### config.mk
export PLATFORM = sky130hd
export DESIGN_NAME = sram_if_ctrl
export DESIGN_NICKNAME = d
export VERILOG_FILES = /design/src/rtl/sram_ctrl_pkg.sv /design/src/rtl/sram_seq.sv /design/src/rtl/sram_pin_drv.sv /design/src/rtl/sram_rd_capture.sv /design/src/rtl/sram_if_ctrl.sv
export SDC_FILE = /design/constraint.sdc
export NUM_CORES = 1
export LEC_CHECK = 0
export ABC_AREA = 1
export BUFFER_PORTS_ARGS = -buffer_cell sky130_fd_sc_hd__buf_2
export CORE_AREA = 2 2 66 68
export CTS_BUF_LIST = sky130_fd_sc_hd__clkbuf_16
export CTS_CLUSTER_DIAMETER = 80
export DETAILED_ROUTE_END_ITERATION = 8
export DIE_AREA = 0 0 68 70
export GPL_ROUTABILITY_DRIVEN = 0
export MAX_ROUTING_LAYER = met4
export PLACE_DENSITY_LB_ADDON = 0.25
export SLEW_MARGIN = 20
export SYNTH_ARGS = -nofsm -noshare
export SYNTH_HDL_FRONTEND = slang
export SYNTH_SLANG_ARGS = --single-unit
### constraint.sdc
create_clock -name clk -period 1.72 [get_ports clk]
set_clock_uncertainty 0.15 [all_clocks]
set_input_delay 0.172 -clock clk [delete_from_list [all_inputs] [get_ports clk]]
set_output_delay 0.172 -clock clk [all_outputs]
set_load 0.02 [all_outputs]
### src/rtl/sram_ctrl_pkg.sv
// Shared types and helpers for the static RAM strobe controller.
package sram_ctrl_pkg;

    typedef enum logic [2:0] {
        PH_IDLE    = 3'd0,
        PH_READ    = 3'd1,
        PH_WSETUP  = 3'd2,
        PH_WSTROBE = 3'd3,
        PH_WRECOV  = 3'd4
    } phase_e;

    // Rounds a time up to a whole number of clock cycles.
    function automatic int cyc_ceil(input int t_ns, input int clk_ns);
        return (t_ns + clk_ns - 1) / clk_ns;
    endfunction

    function automatic int imax(input int a, input int b);
        return (a > b) ? a : b;
    endfunction

endpackage

### src/rtl/sram_seq.sv
// Phase sequencer: walks idle -> read, or idle -> write setup -> strobe
// -> recovery, and holds each phase for its parameter cycle count.
// Assumes every count is at least 1.
module sram_seq
    import sram_ctrl_pkg::*;
#(
    parameter int RD_CYC  = 7,
    parameter int SU_CYC  = 1,
    parameter int STB_CYC = 5,
    parameter int REC_CYC = 1
) (
    input  logic   clk,
    input  logic   rst_n,
    input  logic   req,
    input  logic   req_we,
    output phase_e phase_q,
    output phase_e phase_d,
    output logic   accept,
    output logic   rd_last
);
    localparam int MAXLEN = imax(imax(RD_CYC, SU_CYC), imax(STB_CYC, REC_CYC));
    localparam int CNT_W  = $clog2(MAXLEN + 1);

    logic [CNT_W-1:0] cnt_q;
    logic [CNT_W-1:0] cur_len;
    logic             last;

    // Length of the phase currently active.
    always_comb begin
        case (phase_q)
            PH_READ:    cur_len = CNT_W'(RD_CYC);
            PH_WSETUP:  cur_len = CNT_W'(SU_CYC);
            PH_WSTROBE: cur_len = CNT_W'(STB_CYC);
            PH_WRECOV:  cur_len = CNT_W'(REC_CYC);
            default:    cur_len = CNT_W'(1);
        endcase
    end

    assign last    = (cnt_q == cur_len - CNT_W'(1));
    assign accept  = req && (phase_q == PH_IDLE);
    assign rd_last = (phase_q == PH_READ) && last;

    // Next phase selection.
    always_comb begin
        phase_d = phase_q;
        case (phase_q)
            PH_IDLE:    if (accept) phase_d = req_we ? PH_WSETUP : PH_READ;
            PH_READ:    if (last)   phase_d = PH_IDLE;
            PH_WSETUP:  if (last)   phase_d = PH_WSTROBE;
            PH_WSTROBE: if (last)   phase_d = PH_WRECOV;
            PH_WRECOV:  if (last)   phase_d = PH_IDLE;
            default:                phase_d = PH_IDLE;
        endcase
    end

    // Phase register and in-phase cycle counter.
    always_ff @(posedge clk) begin
        if (!rst_n) begin
            phase_q <= PH_IDLE;
            cnt_q   <= '0;
        end else begin
            phase_q <= phase_d;
            if (phase_d != phase_q || phase_q == PH_IDLE)
                cnt_q <= '0;
            else
                cnt_q <= cnt_q + CNT_W'(1);
        end
    end

endmodule

### src/rtl/sram_pin_drv.sv
// Pin driver: registers every RAM-side pin from the next phase so that
// the pins come straight from flops. Latches address and write byte
// when a request is accepted and holds them until the next acceptance.
module sram_pin_drv
    import sram_ctrl_pkg::*;
#(
    parameter int AW = 13,
    parameter int DW = 8
) (
    input  logic          clk,
    input  logic          rst_n,
    input  phase_e        phase_d,
    input  logic          accept,
    input  logic [AW-1:0] req_addr,
    input  logic [DW-1:0] req_wdata,
    output logic [AW-1:0] mem_addr,
    output logic          mem_cs_n,
    output logic          mem_cs,
    output logic          mem_we_n,
    output logic          mem_oe_n,
    output logic [DW-1:0] mem_dq_o,
    output logic          mem_dq_oe
);
    logic sel_d, we_d, oe_d, drv_d;

    // Decode of the pin levels wanted in the next cycle.
    always_comb begin
        sel_d = (phase_d != PH_IDLE);
        we_d  = (phase_d == PH_WSTROBE);
        oe_d  = (phase_d == PH_READ);
        drv_d = (phase_d == PH_WSETUP) || (phase_d == PH_WSTROBE) ||
                (phase_d == PH_WRECOV);
    end

    // Strobe and select flops.
    always_ff @(posedge clk) begin
        if (!rst_n) begin
            mem_cs_n  <= 1'b1;
            mem_cs    <= 1'b0;
            mem_we_n  <= 1'b1;
            mem_oe_n  <= 1'b1;
            mem_dq_oe <= 1'b0;
        end else begin
            mem_cs_n  <= ~sel_d;
            mem_cs    <= sel_d;
            mem_we_n  <= ~we_d;
            mem_oe_n  <= ~oe_d;
            mem_dq_oe <= drv_d;
        end
    end

    // Address and write byte captured on acceptance.
    always_ff @(posedge clk) begin
        if (!rst_n) begin
            mem_addr <= '0;
            mem_dq_o <= '0;
        end else if (accept) begin
            mem_addr <= req_addr;
            mem_dq_o <= req_wdata;
        end
    end

endmodule

### src/rtl/sram_rd_capture.sv
// Read capture: samples the RAM data pins on the final read cycle and
// raises a one-cycle valid with the sampled byte.
module sram_rd_capture #(
    parameter int DW = 8
) (
    input  logic          clk,
    input  logic          rst_n,
    input  logic          rd_last,
    input  logic [DW-1:0] mem_dq_i,
    output logic          rd_valid,
    output logic [DW-1:0] rd_data
);
    // Capture register and valid pulse.
    always_ff @(posedge clk) begin
        if (!rst_n) begin
            rd_valid <= 1'b0;
            rd_data  <= '0;
        end else begin
            rd_valid <= rd_last;
            if (rd_last) rd_data <= mem_dq_i;
        end
    end

endmodule

### src/rtl/sram_if_ctrl.sv
// Top of the static RAM strobe controller. Converts single-word requests
// into select / strobe / enable sequences whose lengths come from the
// clock period and the RAM's minimum timings. Assumes one request at a
// time; requests seen while busy are dropped.
module sram_if_ctrl
    import sram_ctrl_pkg::*;
#(
    parameter int AW        = 13,
    parameter int DW        = 8,
    parameter int CLK_NS    = 10,
    parameter int T_RC_NS   = 70,
    parameter int T_WC_NS   = 70,
    parameter int T_WP_NS   = 50,
    parameter int T_AW_NS   = 60,
    parameter int T_DS_NS   = 30
) (
    input  logic          clk,
    input  logic          rst_n,
    input  logic          req,
    input  logic          req_we,
    input  logic [AW-1:0] req_addr,
    input  logic [DW-1:0] req_wdata,
    output logic          busy,
    output logic          rd_valid,
    output logic [DW-1:0] rd_data,
    output logic [AW-1:0] mem_addr,
    output logic          mem_cs_n,
    output logic          mem_cs,
    output logic          mem_we_n,
    output logic          mem_oe_n,
    output logic [DW-1:0] mem_dq_o,
    output logic          mem_dq_oe,
    input  logic [DW-1:0] mem_dq_i
);
    localparam int RD_CYC  = imax(1, cyc_ceil(T_RC_NS, CLK_NS));
    localparam int STB_CYC = imax(1, imax(cyc_ceil(T_WP_NS, CLK_NS),
                                          cyc_ceil(T_DS_NS, CLK_NS)));
    localparam int SU_CYC  = imax(1, cyc_ceil(T_AW_NS, CLK_NS) - STB_CYC);
    localparam int REC_CYC = imax(1, cyc_ceil(T_WC_NS, CLK_NS) - SU_CYC - STB_CYC);

    phase_e phase_q, phase_d;
    logic   accept, rd_last;

    sram_seq #(
        .RD_CYC (RD_CYC),
        .SU_CYC (SU_CYC),
        .STB_CYC(STB_CYC),
        .REC_CYC(REC_CYC)
    ) seq_i (
        .clk    (clk),
        .rst_n  (rst_n),
        .req    (req),
        .req_we (req_we),
        .phase_q(phase_q),
        .phase_d(phase_d),
        .accept (accept),
        .rd_last(rd_last)
    );

    sram_pin_drv #(.AW(AW), .DW(DW)) pins_i (
        .clk      (clk),
        .rst_n    (rst_n),
        .phase_d  (phase_d),
        .accept   (accept),
        .req_addr (req_addr),
        .req_wdata(req_wdata),
        .mem_addr (mem_addr),
        .mem_cs_n (mem_cs_n),
        .mem_cs   (mem_cs),
        .mem_we_n (mem_we_n),
        .mem_oe_n (mem_oe_n),
        .mem_dq_o (mem_dq_o),
        .mem_dq_oe(mem_dq_oe)
    );

    sram_rd_capture #(.DW(DW)) cap_i (
        .clk     (clk),
        .rst_n   (rst_n),
        .rd_last (rd_last),
        .mem_dq_i(mem_dq_i),
        .rd_valid(rd_valid),
        .rd_data (rd_data)
    );

    assign busy = (phase_q != PH_IDLE);

endmodule

**Word level (Yosys, flattened, before mapping)**

Cells that the tools add are included.

- Add/sub/neg operators: 2
- $mul: 0
- Div/mod/pow operators: 0
- $lt $le $gt $ge: 0
- Eq/ne operators: 10
- Shifts and indexed selects: 0
- Mux-type cells: 7
- Bitwise operators: 4
- Reductions and logical operators: 10

Operator list:

| operator | number |
|---|---|
| $eq A3 B2 Y1 const B | 4 |
| $mux W3 | 4 |
| $pmux W3 S4 | 1 |
| $eq A3 B1 Y1 const B | 2 |
| $eq A3 B3 Y1 const B | 2 |
| $pmux W3 S2 | 1 |
| $reduce_bool A3 Y1 | 2 |
| $not A1 Y1 | 4 |
| $reduce_or A2 Y1 | 2 |
| $add A3 B1 Y3 const B | 1 |
| $eq A3 B3 Y1 | 1 |
| $logic_not A3 Y1 | 1 |
| $logic_or A1 B1 Y1 | 3 |
| $ne A3 B3 Y1 | 1 |
| $sub A3 B1 Y3 const B | 1 |
| $logic_and A1 B1 Y1 | 2 |
| $mux W2 | 1 |

- Bits in registers: 41
- Bits in latches: 0
- RAM bits: 0
- ROM bits: 0
- Input bits: 33
- Output and inout bits: 36
- Memories: 0

**Longest topological paths before layout**

- Word-level depth: 9
- Mapped depth: 12

**Hierarchy**

A second synthesis with hierarchy kept.

- Cell total of the unflattened synthesis: 236
- Area total of the unflattened synthesis: 1709.1 um^2

Modules (own cells, without submodules):

| module | times used | cells an instance | area each (um^2) | sequential area each (um^2) |
|---|---|---|---|---|
| sram_pin_drv | 1 | 109 | 880.8 | 520.5 |
| sram_seq | 1 | 70 | 441.7 | 120.1 |
| sram_rd_capture | 1 | 54 | 375.4 | 180.2 |
| sram_if_ctrl | 1 | 3 | 11.3 | 0.0 |

**Least setup slack after synthesis**

OpenSTA, ideal clock, no wires.

- Path kind: reg-to-reg
- From: register seq_i.phase_q[0]
- To: register seq_i.cnt_q[2]
- Arrival: 1217 ps
- Required time: 1454 ps
- Path slack: 237 ps
- Stages on the path, launching flop included: 11
- Path buffers: 1
- Period minus slack after synthesis: 1483 ps
- Cells stage by stage: dfxtp_1 -> buf_6 -> nor2_4 -> nand2_2 -> inv_2 -> nand2_4 -> or2_1 -> nand2_1 -> o21bai_1 -> nand2_1 -> nor2_1

- Word-level cells in the longest chain between the ends: 9
- Elaborated cells between the ends (all ways): 18
- Classes of those cells: 1 x add/sub; 6 x eq/ne; 6 x mux; 5 x reduce/logical

Ends and longest elaborated chain:

| item | RTL line | RTL |
|---|---|---|
| start: declaration | sram_seq.sv:16 | `output phase_e phase_q,` |
| start signal: assignment | sram_seq.sv:62 | `phase_q <= phase_d;` |
| $eq A3 B2 Y1 or $eq A3 B1 Y1 (tied branches) | sram_seq.sv:30, sram_seq.sv:46 |  |
| $pmux W3 S2 | sram_seq.sv:30 | `case (phase_q)` |
| $sub A3 B1 Y3 | sram_seq.sv:39 | `assign last = (cnt_q == cur_len - CNT_W'(1));` |
| $eq A3 B3 Y1 | sram_seq.sv:39 |  |
| $mux W3, on equally long branches | n/a |  |
| $pmux W3 S4 | sram_seq.sv:46 | `case (phase_q)` |
| $ne A3 B3 Y1 | sram_seq.sv:63 | `if (phase_d != phase_q \|\| phase_q == PH_IDLE)` |
| $logic_or A1 B1 Y1 (*) | sram_seq.sv:63 |  |
| $reduce_or A2 Y1 (no line) (*) | n/a |  |
| end signal: assignment | sram_seq.sv:66 | `cnt_q <= cnt_q + CNT_W'(1);` |
| end: declaration | sram_seq.sv:24 | `logic [CNT_W-1:0] cnt_q;` |

Mark *: on every way between the ends. The rest lies on a longest branch, timed or not.
A chain may end at the register's enable or synchronous reset.

**Worst setup path in the final report**

- From: register seq_i.phase_q[2]
- To: register pins_i.mem_we_n

- Word-level cells in the longest chain between the ends: 8
- Elaborated cells between the ends (all ways): 17
- Classes of those cells: 1 x add/sub; 6 x eq/ne; 6 x mux; 1 x bitwise; 3 x reduce/logical

Ends and longest elaborated chain:

| item | RTL line | RTL |
|---|---|---|
| $eq A3 B2 Y1 or $eq A3 B1 Y1 (tied branches) | sram_seq.sv:30, sram_seq.sv:46 |  |
| $pmux W3 S2 | sram_seq.sv:30 |  |
| $sub A3 B1 Y3 | sram_seq.sv:39 |  |
| $eq A3 B3 Y1 | sram_seq.sv:39 |  |
| $mux W3, on equally long branches | n/a |  |
| $pmux W3 S4 (*) | sram_seq.sv:46 |  |
| $eq A3 B2 Y1 (*) | sram_pin_drv.sv:29 | `we_d = (phase_d == PH_WSTROBE);` |
| $not A1 Y1 (*) | sram_pin_drv.sv:46 | `mem_we_n <= ~we_d;` |
| end signal: assignment | sram_pin_drv.sv:46 |  |
| end: declaration | sram_pin_drv.sv:19 | `output logic mem_we_n,` |

Marks and branches as above.

==> impl.org <==
** Setup path
- Category of the worst setup path launch point :: register
- Highest net fanout along the worst path :: 12
- STA puts the critical path data required time at ~1800 ps.
- Biggest cell delay along the critical path :: 350 ps
- Walking the worst path, the cells encountered are inv_2, nand2_2, inv_2, nand2_4, or2_1, nand3_2, nand2_1, inv_2, nand2_1.
- Most frequent cell on the critical path :: inv_2
- Crit path arrival time :: between 1500 and 2000 ps
- The critical path is of the register to register type.
- Category of the worst setup path capture point :: register
- Slowest stage cell, crit path :: dfxtp_2

** Timing
- After routing, the total negative slack on setup checks comes to 0 ps.
- Unrepaired setup endpoints after global routing :: no
- Worst-Margin Slew :: 226 ps
- For this run, the top clock speed supported by timing is 640 MHz.
- For the finished layout, the period the worst path requires is 1560 ps.
- # setup viols final :: 0
- The final max-slew violation count came to 0.
- Worst rel slew slack :: 0.848
- Number of hold violations in the final report :: 0
- In the finished design, the share of the clock period the worst path needs comes to 0.909.

** Final layout
- Share of cells above drive strength 1 :: 0.321
- Number of antenna repair diodes :: 0
- Synth-to-Final Area Change :: 51.6%
- The net count of the finished layout is approximately 350.
- After filler insertion, the fill cell instance count of the layout stands at 391.
- The multi-input combinational cells in the finished layout cover a total of 701 um2.
- The sequential cells in the finished layout cover a total of 823 um2.
- Final standard cell area without fillers :: approximately 2500 um2
- The count of cells in the finished layout, fillers not included, comes to 367.

** Clock tree
- The clock passes through at most 2 buffers.
- TritonCTS Buffers :: 5
- Clk pin slew, worst setup/hold paths :: 60 ps
- Number of sinks on the clock net :: 41
- The tree is rooted in a clkbuf_16.
- Clk Latency, worst-skew pair :: about 280 ps
- The H-tree was split into 2 levels.
- TritonCTS built the clock tree.

** Synth
- The share of synthesized area in the top cell type comes to 0.506.
- Of the total synthesized cell area, the portion taken by XOR and XNOR cells is 0.00540.
- Synth warn :: 0
- Of the total synthesized cell area, the portion taken by AND, OR, NAND and NOR gates is 0.313.
- Yosys attributes the largest share of cell area to dfxtp_1 51%, nand2_1 15%, a21oi_1 6.8%.
- Syn Area/Cell :: 7.61 um2
- After synthesis the cells add up to 1620 um2.
- In this run, synthesis inferred 0 flip-flops with an integrated enable.
- FF+latch count, synth :: 41
- The number of nets handed over by synthesis was ~250.
- By area, the combinational part of the netlist is dominated by simple AND/OR/NAND/NOR gates.
- Yosys top cell by area :: dfxtp_1
- Of the synthesized area, sequential elements account for 0.506.
- Share of the synthesized area in compound gates (AO/OA/AOI/OAI) :: 0.106
- Of the total synthesized cell area, the portion taken by full adders, half adders and majority gates is 0.00772.
- In the synthesized netlist the dominant register cell turns out to be dfxtp_1.
- Post-synthesis async set-or-reset flop share :: 0
- After synthesis, the share of cell area in mux cells is 0.
- Gate Count Post-Synth :: roughly 210
- The netlist uses 23 different library cells.

** Routing
- Avg WL per Cell :: 10.9 um
- In the routed design, unresolved DRC markers number 0.
- The routed layout has 1667 vias.
- Before antenna repair, the detailed router went through 5 iterations.
- The detail route stage leaves a number of antenna-violating nets equal to 0.
- Drt via density :: between 4 and 5
- The final layout contains routed wiring with a total length of 4.01 mm.
- Detailed Route Iter0 Violations :: between 70 and 80

** Pwr
- Power comes to 2.48 mW.
- Worst IR drop on VDD :: 0.655 mV
- Static leakage :: 1.25 nW
- In this run the power density over the cells is a little over 1000 nW/um2.

** Floorplan
- The floorplan has 24 rows.
- The initial utilization of the core area, before any placement, comes to 0.391.
- Floorplan die area :: 4760 um2
- The total area inside the core boundary comes to 4140 um2.
- Horizontal extent of the die :: 68 um
- Chip height :: 70 um
- Top-Level Pins :: 69

** Global routing
- Number of global-route vias before repair :: 1500
- GRT Residual Overflow :: 0
- The initial antenna violation count came to 0.
- The first global-routing pass estimated 6.60 mm of wire.
- Aggregate global-route resource usage :: 0.186
- Entering global routing, the biggest net connects 23 pins.

** Placement
- In this run the tool buffered the top-level ports with 68 buffer cells.
- Once placement finished, the instance area stood at around 2000 um2.
- Inst Count DP :: 330
- Estimated wirelength of the detail-placed design :: 2.61 mm

** Status
- Result of the run :: finished, final reports clean

** Worst hold path
- The tightest min-delay check is of the input pin to register type.

** Run
- Max-cap violations in this run came to 0.
-- flip-flops by register name (all words and copies together), names as in the netlist --
name / cells
pins_i.mem_cs: 1
pins_i.mem_dq_o: 8
pins_i.mem_addr: 13
cap_i.rd_data: 8
pins_i.mem_cs_n: 1
pins_i.mem_dq_oe: 1
pins_i.mem_we_n: 1
seq_i.cnt_q: 3
cap_i.rd_valid: 1
seq_i.phase_q: 3
pins_i.mem_oe_n: 1
-- critical path: cells and delay by family, from the launching register on --
kind / cells / cell delay, ps
AND/OR/NAND/NOR: 6 / 670
buffers and inverters: 3 / 290
flip-flops: 1 / 350
-- cell families (layout without fill, tap and decap cells) --
group	after synthesis	after routing
buffers and inverters	23	125
flip-flops	41	41
adder cells (fa/ha/maj)	1	1
AND/OR/NAND/NOR	114	114
AO/OA/AOI/OAI	33	33
XOR/XNOR	1	1
-- cells in the mapped netlist, drive strengths merged (2+ instances only) --
library cell / count
nand2: 71
dfxtp: 41
nor2: 32
a21oi: 23
inv: 15
o21ai: 9
nand3: 8
buf: 6
clkbuf: 2
-- metrics by stage --
step	util	hold slack [ps]	setup slack, ps
floorplan	-	157	237
global placement	0.488	247	130
detailed placement	0.488	256	122
CTS	0.592	23.5	105
global route	0.593	42.4	19.0
finish	0.593	24.1	157
-- cell type report --
| class | instances | area share |
|---|---|---|
| Sequential cell | 41 | 0.335 |
| Multi-Input combinational cell | 149 | 0.285 |
| Timing Repair Buffer | 102 | 0.273 |
| Clock buffer | 5 | 0.0509 |
| Tap cell | 52 | 0.0265 |
| Inverter | 15 | 0.0229 |
| Clock inverter | 3 | 0.00662 |
-- cell usage in the layout, fill, tap and decap left out --
cell           count
a21oi_2            1
clkinv_1           2
dfxtp_1           39
nand3_1            5
nor2_4             3
buf_6              1
xnor2_1            1
nand2_1           66
o21bai_1           1
buf_2             68
nand4_2            1
nor2_2             1
nor2_1            28
nor3_1             1
nand3_2            3
a21oi_1           22
dlygate4sd3_1     29
or2_1              1
inv_1              9
nand2_4            1
dfxtp_2            2
nand2_2            4
inv_6              1
ha_1               1
inv_2              6
buf_4              4
clkbuf_16          5
o21ai_0            9
-- what timing repair did --
| action | in CTS | in global routing |
|---|---|---|
| setup endpoints to repair | 0 | 6 |
| gates resized for setup | 0 | 3 |
| setup buffers | 0 | 0 |
| endpoints found under the hold margin | 29 | 0 |
| hold buffers | 29 | 0 |
-- power by group --
group	internal [mW]	switching, mW	leakage (nW)
Clock	0.532	0.360	0.0693
Combinational	0.214	0.321	0.841
Sequential	1.02	0.0334	0.336
-- path summary, 6_finish.rpt --
path	from	endpoint	slack [ps]	cells past startpoint
worst max-delay path	seq_i.phase_q[2]	pins_i.mem_we_n	160	9
worst min-delay path	rst_n	pins_i.mem_cs_n	20	2
worst min register to register	seq_i.cnt_q[0]	seq_i.cnt_q[0]	300	1
worst max register to register	seq_i.phase_q[2]	pins_i.mem_we_n	160	9
-- layer usage --
| metal | GRT usage | up-vias | share of wire |
|---|---|---|---|
| met1 | 0.222 | 749 | 0.45 |
| met5 | - | - | 0 |
| li1 | - | 873 | - |
| met3 | 0.0676 | 8 | 0.046 |
| met2 | 0.282 | 37 | 0.48 |
| met4 | 0.0756 | 0 | 0.018 |
Power figures use the tool's default switching activity.
